[src/rtl/refmon_pkg.sv]
package refmon_pkg;

  localparam int unsigned NUM_RATES = 7;
  localparam int unsigned CODE_W    = 4;

  typedef logic [CODE_W-1:0] rate_code_t;

  localparam rate_code_t CODE_NONE = 4'd0;

  // Supported cross-couple rates in kHz, one entry per band
  function automatic longint unsigned rate_khz(input int unsigned idx);
    case (idx)
      0:       return 64'd8;
      1:       return 64'd12960;
      2:       return 64'd19440;
      3:       return 64'd25920;
      4:       return 64'd38880;
      5:       return 64'd51840;
      6:       return 64'd77760;
      default: return 64'd0;
    endcase
  endfunction

  // Code reported for each band (nonlinear: 2 and 3 are skipped)
  function automatic rate_code_t rate_code(input int unsigned idx);
    case (idx)
      0:       return 4'd1;
      1:       return 4'd4;
      2:       return 4'd5;
      3:       return 4'd6;
      4:       return 4'd7;
      5:       return 4'd8;
      6:       return 4'd9;
      default: return CODE_NONE;
    endcase
  endfunction

  // Edges expected in one window, rounded to nearest
  function automatic longint unsigned nominal_count(input int unsigned idx,
                                                    input longint unsigned gate,
                                                    input longint unsigned clk_khz);
    return (rate_khz(idx) * gate + clk_khz / 2) / clk_khz;
  endfunction

endpackage

[src/rtl/refmon_gate_timer.sv]
module refmon_gate_timer #(
  parameter int unsigned GATE_CYCLES = 155520
) (
  input  logic clk,
  input  logic rst,
  output logic win_end
);
  localparam int unsigned TW = (GATE_CYCLES > 1) ? $clog2(GATE_CYCLES) : 1;
  localparam logic [TW-1:0] LAST = TW'(GATE_CYCLES - 1);

  logic [TW-1:0] cnt;

  assign win_end = (cnt == LAST);

  always_ff @(posedge clk) begin
    if (rst)          cnt <= '0;
    else if (win_end) cnt <= '0;
    else              cnt <= cnt + TW'(1);
  end
endmodule

[src/rtl/refmon_edge_counter.sv]
module refmon_edge_counter #(
  parameter int unsigned CNT_W = 18
) (
  input  logic             clk,
  input  logic             rst,
  input  logic             win_end,
  input  logic             edge_in,
  output logic [CNT_W-1:0] total
);
  logic [CNT_W-1:0] cnt;

  // Running count including the current cycle's strobe
  assign total = cnt + CNT_W'(edge_in);

  always_ff @(posedge clk) begin
    if (rst)          cnt <= '0;
    else if (win_end) cnt <= '0;
    else              cnt <= total;
  end
endmodule

[src/rtl/refmon_rate_classifier.sv]
module refmon_rate_classifier
  import refmon_pkg::*;
#(
  parameter int unsigned GATE_CYCLES = 155520,
  parameter int unsigned CLK_KHZ     = 155520,
  parameter int unsigned BAND_PCT    = 1,
  parameter int unsigned CNT_W       = 18
) (
  input  logic [CNT_W-1:0] count,
  input  rate_code_t       held_code,
  output logic             sample_act,
  output rate_code_t       sample_code
);
  logic [NUM_RATES-1:0] hit;
  logic [63:0]          count_x;

  assign count_x = 64'(count);

  for (genvar k = 0; k < NUM_RATES; k++) begin : g_band
    localparam longint unsigned NOM = nominal_count(k, 64'(GATE_CYCLES), 64'(CLK_KHZ));
    localparam longint unsigned TOL = NOM * 64'(BAND_PCT) / 64'd100;
    localparam logic [63:0]     LO  = 64'(NOM - TOL);
    localparam logic [63:0]     HI  = 64'(NOM + TOL);
    if (NOM == 0) begin : g_off
      // Rate too slow to show an edge in one window: band disabled
      assign hit[k] = 1'b0;
    end else begin : g_on
      assign hit[k] = (count_x >= LO) && (count_x <= HI);
    end
  end

  always_comb begin
    sample_act  = 1'b0;
    sample_code = (count == '0) ? CODE_NONE : held_code;
    for (int unsigned k = 0; k < NUM_RATES; k++) begin
      if (hit[k]) begin
        sample_act  = 1'b1;
        sample_code = rate_code(k);
      end
    end
  end
endmodule

[src/rtl/refmon_confirm.sv]
module refmon_confirm #(
  parameter int unsigned W       = 1,
  parameter int unsigned EVT_BIT = 0
) (
  input  logic         clk,
  input  logic         rst,
  input  logic         win_end,
  input  logic [W-1:0] sample,
  output logic [W-1:0] q,
  output logic         rise,
  output logic         fall
);
  logic [W-1:0] cand;
  logic         agree;

  assign agree = (sample == cand);

  always_ff @(posedge clk) begin
    if (rst) begin
      cand <= '0;
      q    <= '0;
      rise <= 1'b0;
      fall <= 1'b0;
    end else begin
      rise <= 1'b0;
      fall <= 1'b0;
      if (win_end) begin
        cand <= sample;
        if (agree) begin
          q    <= sample;
          rise <= sample[EVT_BIT] & ~q[EVT_BIT];
          fall <= ~sample[EVT_BIT] & q[EVT_BIT];
        end
      end
    end
  end
endmodule

[src/rtl/ref_activity_classifier.sv]
module ref_activity_classifier
  import refmon_pkg::*;
#(
  parameter int unsigned NUM_REFS    = 8,
  parameter int unsigned CLK_KHZ     = 155520,
  parameter int unsigned GATE_CYCLES = 155520,
  parameter int unsigned BAND_PCT    = 1
) (
  input  logic                clk,
  input  logic                rst,
  input  logic [NUM_REFS-1:0] ref_edge,
  input  logic                xref_edge,
  output logic [NUM_REFS-1:0] ref_act,
  output logic [NUM_REFS-1:0] ref_up,
  output logic [NUM_REFS-1:0] ref_down,
  output logic                xref_act,
  output logic [3:0]          xref_code,
  output logic                xref_up,
  output logic                xref_down
);
  localparam int unsigned CNT_W = $clog2(GATE_CYCLES + 1);
  localparam int unsigned XW    = CODE_W + 1;

  logic             win_end;
  logic [CNT_W-1:0] xcount;
  logic             s_act;
  rate_code_t       s_code;
  logic [XW-1:0]    xstat;

  refmon_gate_timer #(.GATE_CYCLES(GATE_CYCLES)) u_gate (
    .clk(clk), .rst(rst), .win_end(win_end)
  );

  // Cross-couple path: count, classify, confirm
  refmon_edge_counter #(.CNT_W(CNT_W)) u_xcnt (
    .clk(clk), .rst(rst), .win_end(win_end), .edge_in(xref_edge), .total(xcount)
  );

  refmon_rate_classifier #(
    .GATE_CYCLES(GATE_CYCLES), .CLK_KHZ(CLK_KHZ),
    .BAND_PCT(BAND_PCT), .CNT_W(CNT_W)
  ) u_class (
    .count(xcount), .held_code(xstat[CODE_W-1:0]),
    .sample_act(s_act), .sample_code(s_code)
  );

  refmon_confirm #(.W(XW), .EVT_BIT(CODE_W)) u_xconf (
    .clk(clk), .rst(rst), .win_end(win_end), .sample({s_act, s_code}),
    .q(xstat), .rise(xref_up), .fall(xref_down)
  );

  assign xref_act  = xstat[CODE_W];
  assign xref_code = xstat[CODE_W-1:0];

  // Bank path: presence flag per reference, then confirm
  for (genvar i = 0; i < NUM_REFS; i++) begin : g_ref
    logic seen;
    logic present;

    always_ff @(posedge clk) begin
      if (rst || win_end) seen <= 1'b0;
      else if (ref_edge[i]) seen <= 1'b1;
    end

    assign present = seen | ref_edge[i];

    refmon_confirm #(.W(1), .EVT_BIT(0)) u_rconf (
      .clk(clk), .rst(rst), .win_end(win_end), .sample(present),
      .q(ref_act[i]), .rise(ref_up[i]), .fall(ref_down[i])
    );
  end
endmodule

[config.mk]
export PLATFORM = sky130hd
export DESIGN_NAME = ref_activity_classifier
export DESIGN_NICKNAME = d
export VERILOG_FILES = /design/src/rtl/refmon_pkg.sv /design/src/rtl/refmon_gate_timer.sv /design/src/rtl/refmon_edge_counter.sv /design/src/rtl/refmon_rate_classifier.sv /design/src/rtl/refmon_confirm.sv /design/src/rtl/ref_activity_classifier.sv
export SDC_FILE = /design/constraint.sdc
export NUM_CORES = 1
export LEC_CHECK = 0
export CAP_MARGIN = 40
export CORE_ASPECT_RATIO = 1.4
export CORE_MARGIN = 1
export CORE_UTILIZATION = 40
export CTS_BUF_LIST = sky130_fd_sc_hd__clkbuf_2 sky130_fd_sc_hd__clkbuf_4 sky130_fd_sc_hd__clkbuf_8
export DETAILED_ROUTE_END_ITERATION = 16
export MAX_ROUTING_LAYER = met4
export PLACE_DENSITY = 0.71
export SLEW_MARGIN = 40
export SYNTH_ARGS = -nofsm -noshare
export SYNTH_HDL_FRONTEND = slang
export SYNTH_SLANG_ARGS = --single-unit
[constraint.sdc]
create_clock -name clk -period 3.9 [get_ports clk]
set_input_delay 0.78 -clock clk [delete_from_list [all_inputs] [get_ports clk]]
set_output_delay 0.78 -clock clk [all_outputs]
set_load 0.05 [all_outputs]
=== After elaboration in Yosys (flattened, before gate mapping) ===
Cells that the tools add are included.

* Input port bits: 11
* Flip-flop bits (word level): 88
* Output and inout port bits: 31

* Bitwise operators: 54
* Multiplexer cells: 15
* Magnitude comparators: 14
* Equality and inequality tests: 10
* Add/subtract/negate cells: 2
* Reductions and logical operators: 28

{| class="wikitable"
|+ Operator list
! kind !! count
|-
| 18-bit by 15-bit >= comparator with 1-bit output, second input constant || 2
|-
| 18-bit by 16-bit >= comparator with 1-bit output, second input constant || 2
|-
| 18-bit by 15-bit less-or-equal comparator with 1-bit output, second input constant || 2
|-
| 18-bit by 16-bit less-or-equal comparator with 1-bit output, second input constant || 2
|-
| 4-bit two-way mux || 8
|-
| 1-bit NOT || 28
|-
| 3-bit OR reduction || 9
|-
| 18-bit by 1-bit adder with 18-bit output || 1
|-
| 18-bit by 1-bit adder with 18-bit output, second input constant || 1
|-
| 1-bit bitwise AND || 18
|-
| 18-bit equality test, second input constant || 1
|-
| 18-bit by 14-bit >= comparator with 1-bit output, second input constant || 1
|-
| 18-bit by 17-bit >= comparator with 1-bit output, second input constant || 1
|-
| 18-bit by 4-bit >= comparator with 1-bit output, second input constant || 1
|-
| 18-bit by 14-bit less-or-equal comparator with 1-bit output, second input constant || 1
|-
| 18-bit by 17-bit less-or-equal comparator with 1-bit output, second input constant || 1
|-
| 18-bit by 4-bit less-or-equal comparator with 1-bit output, second input constant || 1
|-
| 18-bit zero test || 1
|-
| 2-bit AND reduction || 9
|-
| 1-bit equality test || 8
|-
| 1-bit bitwise OR || 8
|-
| 1-bit logical AND || 7
|-
| 1-bit two-way mux || 7
|-
| 5-bit equality test || 1
|-
| 2 further kinds || 2
|}

=== Longest topological paths before layout ===
Gate-level depths: netlist of run 1.

* Word-level depth: 13
* Mapped depth: 14
* Gate-level depth less buffers: 12

=== By module ===
From an unflattened synthesis of run 1, not the netlist that was laid out.

* Cells, all modules: 519
* Area total of the unflattened synthesis: 4555.6 um^2

{| class="wikitable"
|+ Modules (own cells, without submodules)
! module !! cells an instance !! times used !! area an instance (um^2) !! sequential area each (um^2)
|-
| refmon_confirm (g_ref[0].u_rconf ...) || 15 || 8 || 146.4 || 80.1
|-
| refmon_rate_classifier || 133 || 1 || 877.1 || 0.0
|-
| refmon_edge_counter || 96 || 1 || 867.1 || 360.3
|-
| refmon_gate_timer || 96 || 1 || 834.6 || 360.3
|-
| refmon_confirm (u_xconf) || 48 || 1 || 525.5 || 240.2
|-
| ref_activity_classifier || 26 || 1 || 280.3 || 160.2
|}

=== Worst setup path before layout of run 1 ===
OpenSTA, ideal clock, no wires.

* Path type: input-to-reg
* Start: input xref_edge
* End: register u_xconf.q[4]
* Setup slack: -0.201 ns
* Cell stages on the path: 13
* Arrival time: 3.978 ns
* Cells stage by stage: ha_1 -> buf_2 -> nand4_4 -> or4_4 -> xor2_1 -> nor4b_2 -> nand3_1 -> a31oi_4 -> a2111oi_4 -> a31o_1 -> xor2_1 -> nor4_4 -> mux2_1

* Longest elaborated chain between the ends: 12

{| class="wikitable"
|+ Ends and longest elaborated chain
! item !! RTL line !! RTL
|-
| start, declared || ref_activity_classifier.sv:12 || <nowiki>input logic xref_edge,</nowiki>
|-
| 18-bit by 1-bit adder with 18-bit output (*) || refmon_edge_counter.sv:13 || <nowiki>assign total = cnt + CNT_W'(edge_in);</nowiki>
|-
| 18-bit by 4-bit >= comparator with 1-bit output, or another cell as far along || refmon_rate_classifier.sv:28 || <nowiki>assign hit[k] = (count_x >= LO) && (count_x <= HI);</nowiki>
|-
| 1-bit logical AND / 4-bit two-way mux (equally long branches) || refmon_rate_classifier.sv:28, refmon_rate_classifier.sv:34 ||
|-
| 4-bit two-way mux / 1-bit two-way mux (equally long branches) (7 in a row) || refmon_rate_classifier.sv:36 || <nowiki>if (hit[k]) begin</nowiki>
|-
| 5-bit equality test || refmon_confirm.sv:16 || <nowiki>assign agree = (sample == cand);</nowiki>
|-
| 2-bit AND reduction (no line) || -- ||
|-
| end signal, assigned || refmon_confirm.sv:30 || <nowiki>q <= sample;</nowiki>
|-
| end, declared || refmon_confirm.sv:9 || <nowiki>output logic [W-1:0] q,</nowiki>
|}

Every way passes the cells marked *; elsewhere a longest branch is shown, timed or not.
A chain may end at the register's enable or synchronous reset.

=== Worst setup path in the final report of run 1 ===
* Start: input xref_edge
* End: register u_xconf.q[1]

Same word-level chain as after synthesis.

==> results.md, run 1 <==
- Synth area leader: dfxtp_1
- Pwr dens: 233 mW/mm^2
- CP max stage delay: 0.33 ns
- Layout cells sized above 1: 31.7%
- Netlist cell types: a little under 90
- Final Hold Violating Endpoints: 0
- Core Footprint: 0.0128 mm^2
- Wire length per cell: 17.4 um
- Max-cap viol count: 0
- Ys async rst share: 0%
- Top post-synthesis cells by area: dfxtp_1, nor2_1, nand2_1
- Vias per inst: 5.66
- CP Data Arrival Time: 4.08 ns
- Mean Syn Cell Area: 8.13 um^2
- Initial Util: approximately 41%
- Max transition margin: 55.2%
- Row cnt: 49
- Via count: 5273
- Setup WS post-layout: 0.114 ns
- Min Tclk post-route: 3.79 ns
- GPL Wtd Cong: 0.928
- Vias in the first global route: 5213
- Total power: 1690 uW
- Yosys warns: 0
- Die Height: 137 um
- Most frequent cells in the layout: buf_4, nor2_1, dfxtp_1
- Drt pass-1 iters: 4
- Final #Nets: around 800
- Fmax: approximately 260 MHz
- First-pass GRT wire length: 25800 um
- # diodes: 0
- Worst hold slack: between 0.4 and 0.5 ns
- R2R depth: 17
- Status: completed
- Main synth FF type: dfxtp_1
- Synth top area share: 33.6%
- ANT nets after route: 0
- Area Overhead vs Synth: 38.4%
- HP Class: flip-flop to flip-flop
- CP Buf/Inv Count: 7
- Largest net degree at the start of global routing: 29
- Max rail drop VDD: 0.000312 V
- Die span in x: roughly 99 um
- Total GRT Usage: 25.0%
- Pins Over Slew Limit: 0
- Critical Path Sink Type: flip-flop
- Dpl ws: -0.988 ns
- Die ar.: around 0.014 mm^2
- Final setup viols: 0
- Worst setup SP type: primary input
- Critical path cell sequence: buf_8, ha_4, nand4_4, buf_6, nor3_4, buf_6, nor3_1, a31o_2, buf_4, nand4_1, a211oi_4, buf_4, a211o_1, buf_6, a211oi_4, o22ai_2, nor4_4, buf_4, mux2i_1
- Post-Route Setup TNS: 0 ns
- Gr ovfl total: 0
- Mapped Nets: 658
- Register bit total from synthesis: 88
- Crit path depth: 19
- # port buffers: 41
- Crit path kind: primary input to flip-flop
- Clk pin slew, worst setup/hold paths: 0.09 ns
- Worst-Skew Late Latency: between 0.3 and 0.4 ns
- Clock Sinks: 88
- Root Buffer: clkbuf_8
- Family with the most delay on the worst path: buffers and inverters
- Static leakage: 0.00266 uW
- WP data required: 4.20 ns
- Mapped Cells: 644
- Worst slew pin tran: 0.670 ns
- H-tree depth: 3
- Crit Path Max Fanout: 5
- Slowest stage cell on the critical path: nor4_4
- CTS tree: done
- TritonCTS buffer count: 9
- DR iter-0 viols: around 220
- CTS max path bufs: 2
- Netlist Area Pre-Place: 0.00524 mm^2
- Fin crit share: about 97%
- EDFF count, synth: 0
- Hold Path Depth: 1
- Drt drc: 0
- Initial antenna violation count: 0
- Final Skew: 0.0136 ns
- HPWL after DPL: ~12000 um
- IO Pins: 42
- Routed WL: 16200 um
- Commonest non-fill, non-tap cell in the layout: buf_4
- Seq/Total Area, Yosys: 33.6%
- Hold buffers post-CTS: 0
-- synthesized netlist by cell type (all sizes together), types with 13 or more instances --
master and instances:
nor2 100, dfxtp 88, nand2 58, buf 39
o21ai 28, a21oi 27, clkbuf 27, nand3 27
nor3 21, xnor2 18, xor2 16, inv 13
nor4b 13
-- where the power goes --
part	switching [uW]	internal, uW
Combinational	72.7	62.4
Sequential	8.42	908
Clock	383	250
-- stage by stage --
stage | utilization (%) | cell area, um^2 | std cells
floorplan | - | 5350 | 644
global placement | 51.4 | 6590 | 902
detailed placement | 51.4 | 6590 | 902
CTS | 54.5 | 6980 | 926
global route | 56.6 | 7250 | 931
finish | 56.6 | 7250 | 931
-- worst paths after layout --
check / startpoint / end / slack [ns]
setup reg to reg: u_xcnt.cnt[3]$_SDFF_PP0_ / u_xconf.q[1]$_SDFFE_PP0P_ / 0.16
hold / removal: g_ref[4].u_rconf.cand$_SDFFE_PP0P_ / g_ref[4].u_rconf.fall$_SDFF_PP0_ / 0.47
setup / recovery: xref_edge / u_xconf.q[1]$_SDFFE_PP0P_ / 0.11
hold reg to reg: g_ref[4].u_rconf.cand$_SDFFE_PP0P_ / g_ref[4].u_rconf.fall$_SDFF_PP0_ / 0.47
-- cells by family (layout without fill, tap and decap cells) --
| logic type | after synthesis | after routing | share of synthesized area [%] |
|---|---|---|---|
| buffers and inverters | 79 | 213 | 7.81 |
| xor gates and xnor gates | 34 | 34 | 5.83 |
| DFF | 88 | 88 | 33.6 |
| muxes | 8 | 8 | 1.60 |
| AOI/OAI and AO/OA | 130 | 130 | 18.2 |
| adders and majority gates | 3 | 3 | 0.717 |
| and+or+nand+nor | 302 | 302 | 32.2 |
-- state kept, by name (all words and copies together) (netlist names) --
register / cells
u_xconf.rise: 1
u_xconf.fall: 1
u_xconf.q: 5
g_ref.u_rconf.rise: 8
g_ref.u_rconf.cand: 8
u_gate.cnt: 18
u_xcnt.cnt: 18
g_ref.u_rconf.fall: 8
g_ref.u_rconf.q: 8
u_xconf.cand: 5
g_ref.seen: 8
-- final cells by class --
cell class / instances / area, um^2
Fill cell: 1137 / 5570
Multi-Input combinational cell: 477 / 3500
Inverter: 13 / 48.8
Tap cell: 153 / 191
Clock buffer: 9 / 124
Timing Repair Buffer: 184 / 1540
Clock inverter: 7 / 70.1
Sequential cell: 88 / 1770
-- layer usage --
layer | global-route usage, % | up-vias | routed length [um]
li1 | - | 2552 | -
met1 | 26.1 | 2511 | 6350
met2 | 45.0 | 152 | 8580
met3 | 3.20 | 58 | 577
met4 | 15.1 | 0 | 724
met5 | - | - | 0
-- timing repair --
action | CTS | global route
endpoints found under the setup margin | 9 | 7
buffers inserted | 9 | 7
pin swaps | 15 | 29
gates resized for setup | 35 | 50
cloned | 0 | 0
No activity file was read; power rests on OpenSTA's default activity.
==> run 2: changes to the inputs <==
--- a/config.mk
+++ b/config.mk
@@ -10,9 +10,11 @@
 export CORE_MARGIN = 1
 export CORE_UTILIZATION = 40
 export CTS_BUF_LIST = sky130_fd_sc_hd__clkbuf_2 sky130_fd_sc_hd__clkbuf_4 sky130_fd_sc_hd__clkbuf_8
+export CTS_CLUSTER_DIAMETER = 30
 export DETAILED_ROUTE_END_ITERATION = 16
 export MAX_ROUTING_LAYER = met4
 export PLACE_DENSITY = 0.71
+export REMOVE_ABC_BUFFERS = 1
 export SLEW_MARGIN = 40
 export SYNTH_ARGS = -nofsm -noshare
 export SYNTH_HDL_FRONTEND = slang
==> results.md, run 2 (synthesized netlist as in run 1, its figures left out) <==
- Status: completed
- Max-cap viol count: 0 (unchanged)
- Die span in x: 98.7 um (unchanged)
- Most common cell on crit path: buf_4
- Power share of the clock group: 38.6% (+1.0 points)
- HPWL after DPL: 11700 um (-2.0%)
- Biggest regs: u_gate.cnt x18, u_xcnt.cnt x18
- Hold buffers post-CTS: 0 (unchanged)
- Layout cells sized above 1: 33.0% (+1.3 points)
- Wire length per cell: 17.7 um (+1.7%)
- Reg power frac: 54.2% (-0.2 points)
- Core Footprint: 0.0128 mm^2 (unchanged)
- Pwr dens: 232 mW/mm^2 (about the same)
- Critical path cell sequence: buf_4, ha_4, buf_12, buf_4, o31a_1, o21ai_0, a2111oi_4, o21a_1, a211oi_4, buf_4, a2111oi_4, buf_4, nor4_2, o22ai_2, nor4_4, buf_4, mux2i_1
- Worst hold slack: 0.483 ns (+0.0106 ns)
- Sw Pwr: 472 uW (+1.5%)
- Final Skew: 0.0176 ns (+0.00396 ns)
- Via count: 5330 (+1.1%)
- DR iter-0 viols: 308 (+39%)
- Vias in the first global route: 5347 (+2.6%)
- Area Overhead vs Synth: 38.9%
- Static leakage: 0.00265 uW (-0.27%)
- Initial antenna violation count: 0 (unchanged)
- Worst-Skew Late Latency: 0.38 ns (about the same)
- Crit path kind: primary input to flip-flop
- CP Buf/Inv Count: 6 (-1)
- Worst slew pin tran: 0.593 ns (-0.0777 ns)
- DP Cell Count: 891 (-1.2%)
- Clock Sinks: 88 (unchanged)
- FF-to-FF Start: u_xcnt.cnt[15]$_SDFF_PP0_
- Initial Util: 40.9% (unchanged)
- Post-Layout Cell Count: 922 (-0.97%)
- Hold Path Depth: 1 (unchanged)
- Row cnt: 49 (unchanged)
- Worst setup SP type: primary input
- # port buffers: 41 (unchanged)
- Final setup viols: 0 (unchanged)
- Clk pin slew, worst setup/hold paths: 0.11 ns (+0.02 ns)
- CTS tree: done
- Pins Over Slew Limit: 0 (unchanged)
- IO Pins: 42 (unchanged)
- Fin crit share: 95.6% (-1.5 points)
- H-tree depth: 3 (unchanged)
- Reg2reg end: u_xconf.q[1]$_SDFFE_PP0P_
- GPL Wtd Cong: 0.932 (+0.50%)
- CP Data Arrival Time: 4.03 ns (-0.05 ns)
- Fmax: 268 MHz (+1.6%)
- Most frequent cells in the layout: buf_4, nor2_1, dfxtp_1
- CTS max path bufs: 2 (unchanged)
- R2R depth: 15 (-2)
- Placed inst area: 0.00638 mm^2 (-3.2%)
- WP data required: 4.21 ns (about the same)
- Min Tclk post-route: 3.73 ns (-0.0581 ns)
- Critical Path Sink Type: flip-flop
- Internal: 1220 uW (-0.18%)
- Gr ovfl total: 0 (unchanged)
- Total GRT Usage: 24.9% (-0.12 points)
- Worst R2R Setup Slack: 0.23 ns (+0.07 ns)
- HP Class: flip-flop to flip-flop
- ANT nets after route: 0 (unchanged)
- Combinational Power Share: 7.3% (-0.7 points)
- Post-layout instance area: 0.00727 mm^2 (+0.36%)
- Family with the most delay on the worst path: compound AO/OA/AOI/OAI gates
- Slowest stage cell on the critical path: a211oi_4
- Drt pass-1 iters: 4 (unchanged)
- Die ar.: 0.0136 mm^2 (unchanged)
- Final Hold Violating Endpoints: 0 (unchanged)
- Commonest non-fill, non-tap cell in the layout: buf_4
- Max transition margin: 60.5% (+5.3 points)
- Routed WL: 16400 um (+0.76%)
- Total power: 1690 uW (+0.30%)
- Vias per inst: 5.78 (+2.1%)
- Switching share of power: 27.9% (+0.34 points)
- Hold_sp: g_ref[1].u_rconf.cand$_SDFFE_PP0P_
- CP max stage delay: 0.36 ns (+0.03 ns)
- Max rail drop VDD: 0.000236 V (-25%)
- Final #Nets: 778 (-1.1%)
- First-pass GRT wire length: 25900 um (+0.35%)
- Die Height: 137 um (unchanged)
- Largest net degree at the start of global routing: 37 (+28%)
- Crit Path Max Fanout: 13 (+8)
- Hold endpoint: g_ref[1].u_rconf.fall$_SDFF_PP0_
- TritonCTS buffer count: 9 (unchanged)
- Root Buffer: clkbuf_8
- # diodes: 0 (unchanged)
- Drt drc: 0 (unchanged)
## run 2: cell count changes in the layout (fill, tap and decap cells not counted), moves of 3 or more
cell      before  now
nor3_4         2    5
nor4_2         3    7
buf_4        135  126
o311ai_1       4    1
nor4_1         3    0
## run 2: how the worst max path moves through the flow
stage,from,end,slack (ns),cells past startpoint
floorplan,xref_edge,u_xconf.q[4]$_SDFFE_PP0P_,-0.53,12
detailed placement,xref_edge,u_xconf.q[4]$_SDFFE_PP0P_,-0.90,15
CTS,xref_edge,u_xconf.q[1]$_SDFFE_PP0P_,0.0002,16
finish,xref_edge,u_xconf.q[1]$_SDFFE_PP0P_,0.17,17
global placement,xref_edge,u_xconf.q[4]$_SDFFE_PP0P_,-0.84,16
global route,xref_edge,u_xconf.q[2]$_SDFFE_PP0P_,-0.03,16
## run 2: power by group through the flow
stage	registers, uW	clock network (uW)	logic, uW
after floorplan	938	0	49.9
after global placement	936	0	105
after detailed placement	936	0	108
after CTS	917	667	113
after global routing	918	704	133
final	916	652	123
## run 2: final cells by class
cell class | count | area (um^2)
tap | 153 | 191
clock inverter | 7 | 86.3
inverter | 13 | 48.8
timing repair buffer | 175 | 1460
clock buffer | 9 | 124
fill | 1086 | 5540
multi-input combinational | 477 | 3590
sequential | 88 | 1770
## run 2: repair_timing
action | CTS | global route
resized for setup | 50 | 68
buffers inserted | 2 | 15
setup endpoints to repair | 8 | 7
pin swaps | 19 | 29
gates cloned | 0 | 0
## run 2: metrics by stage
stage          TNS, ns  setup WS [ns]  util, %
2_1_floorplan    -2.49         -0.528        -
5_1_grt        -0.0495        -0.0337     56.8
4_1_cts              0       0.000159     53.3
6_report             0          0.172     56.8
3_3_place_gp     -6.74         -0.843     49.8
3_5_place_dp     -7.23         -0.899     49.8
## run 2: per-layer routing
| metal | up-vias | share of wire, % | global-route usage [%] |
|---|---|---|---|
| met5 | - | 0 | - |
| met3 | 68 | 3.9 | 4.26 |
| met1 | 2545 | 38 | 25.2 |
| met4 | 0 | 5.2 | 14.5 |
| met2 | 177 | 53 | 45.2 |
| li1 | 2540 | - | - |
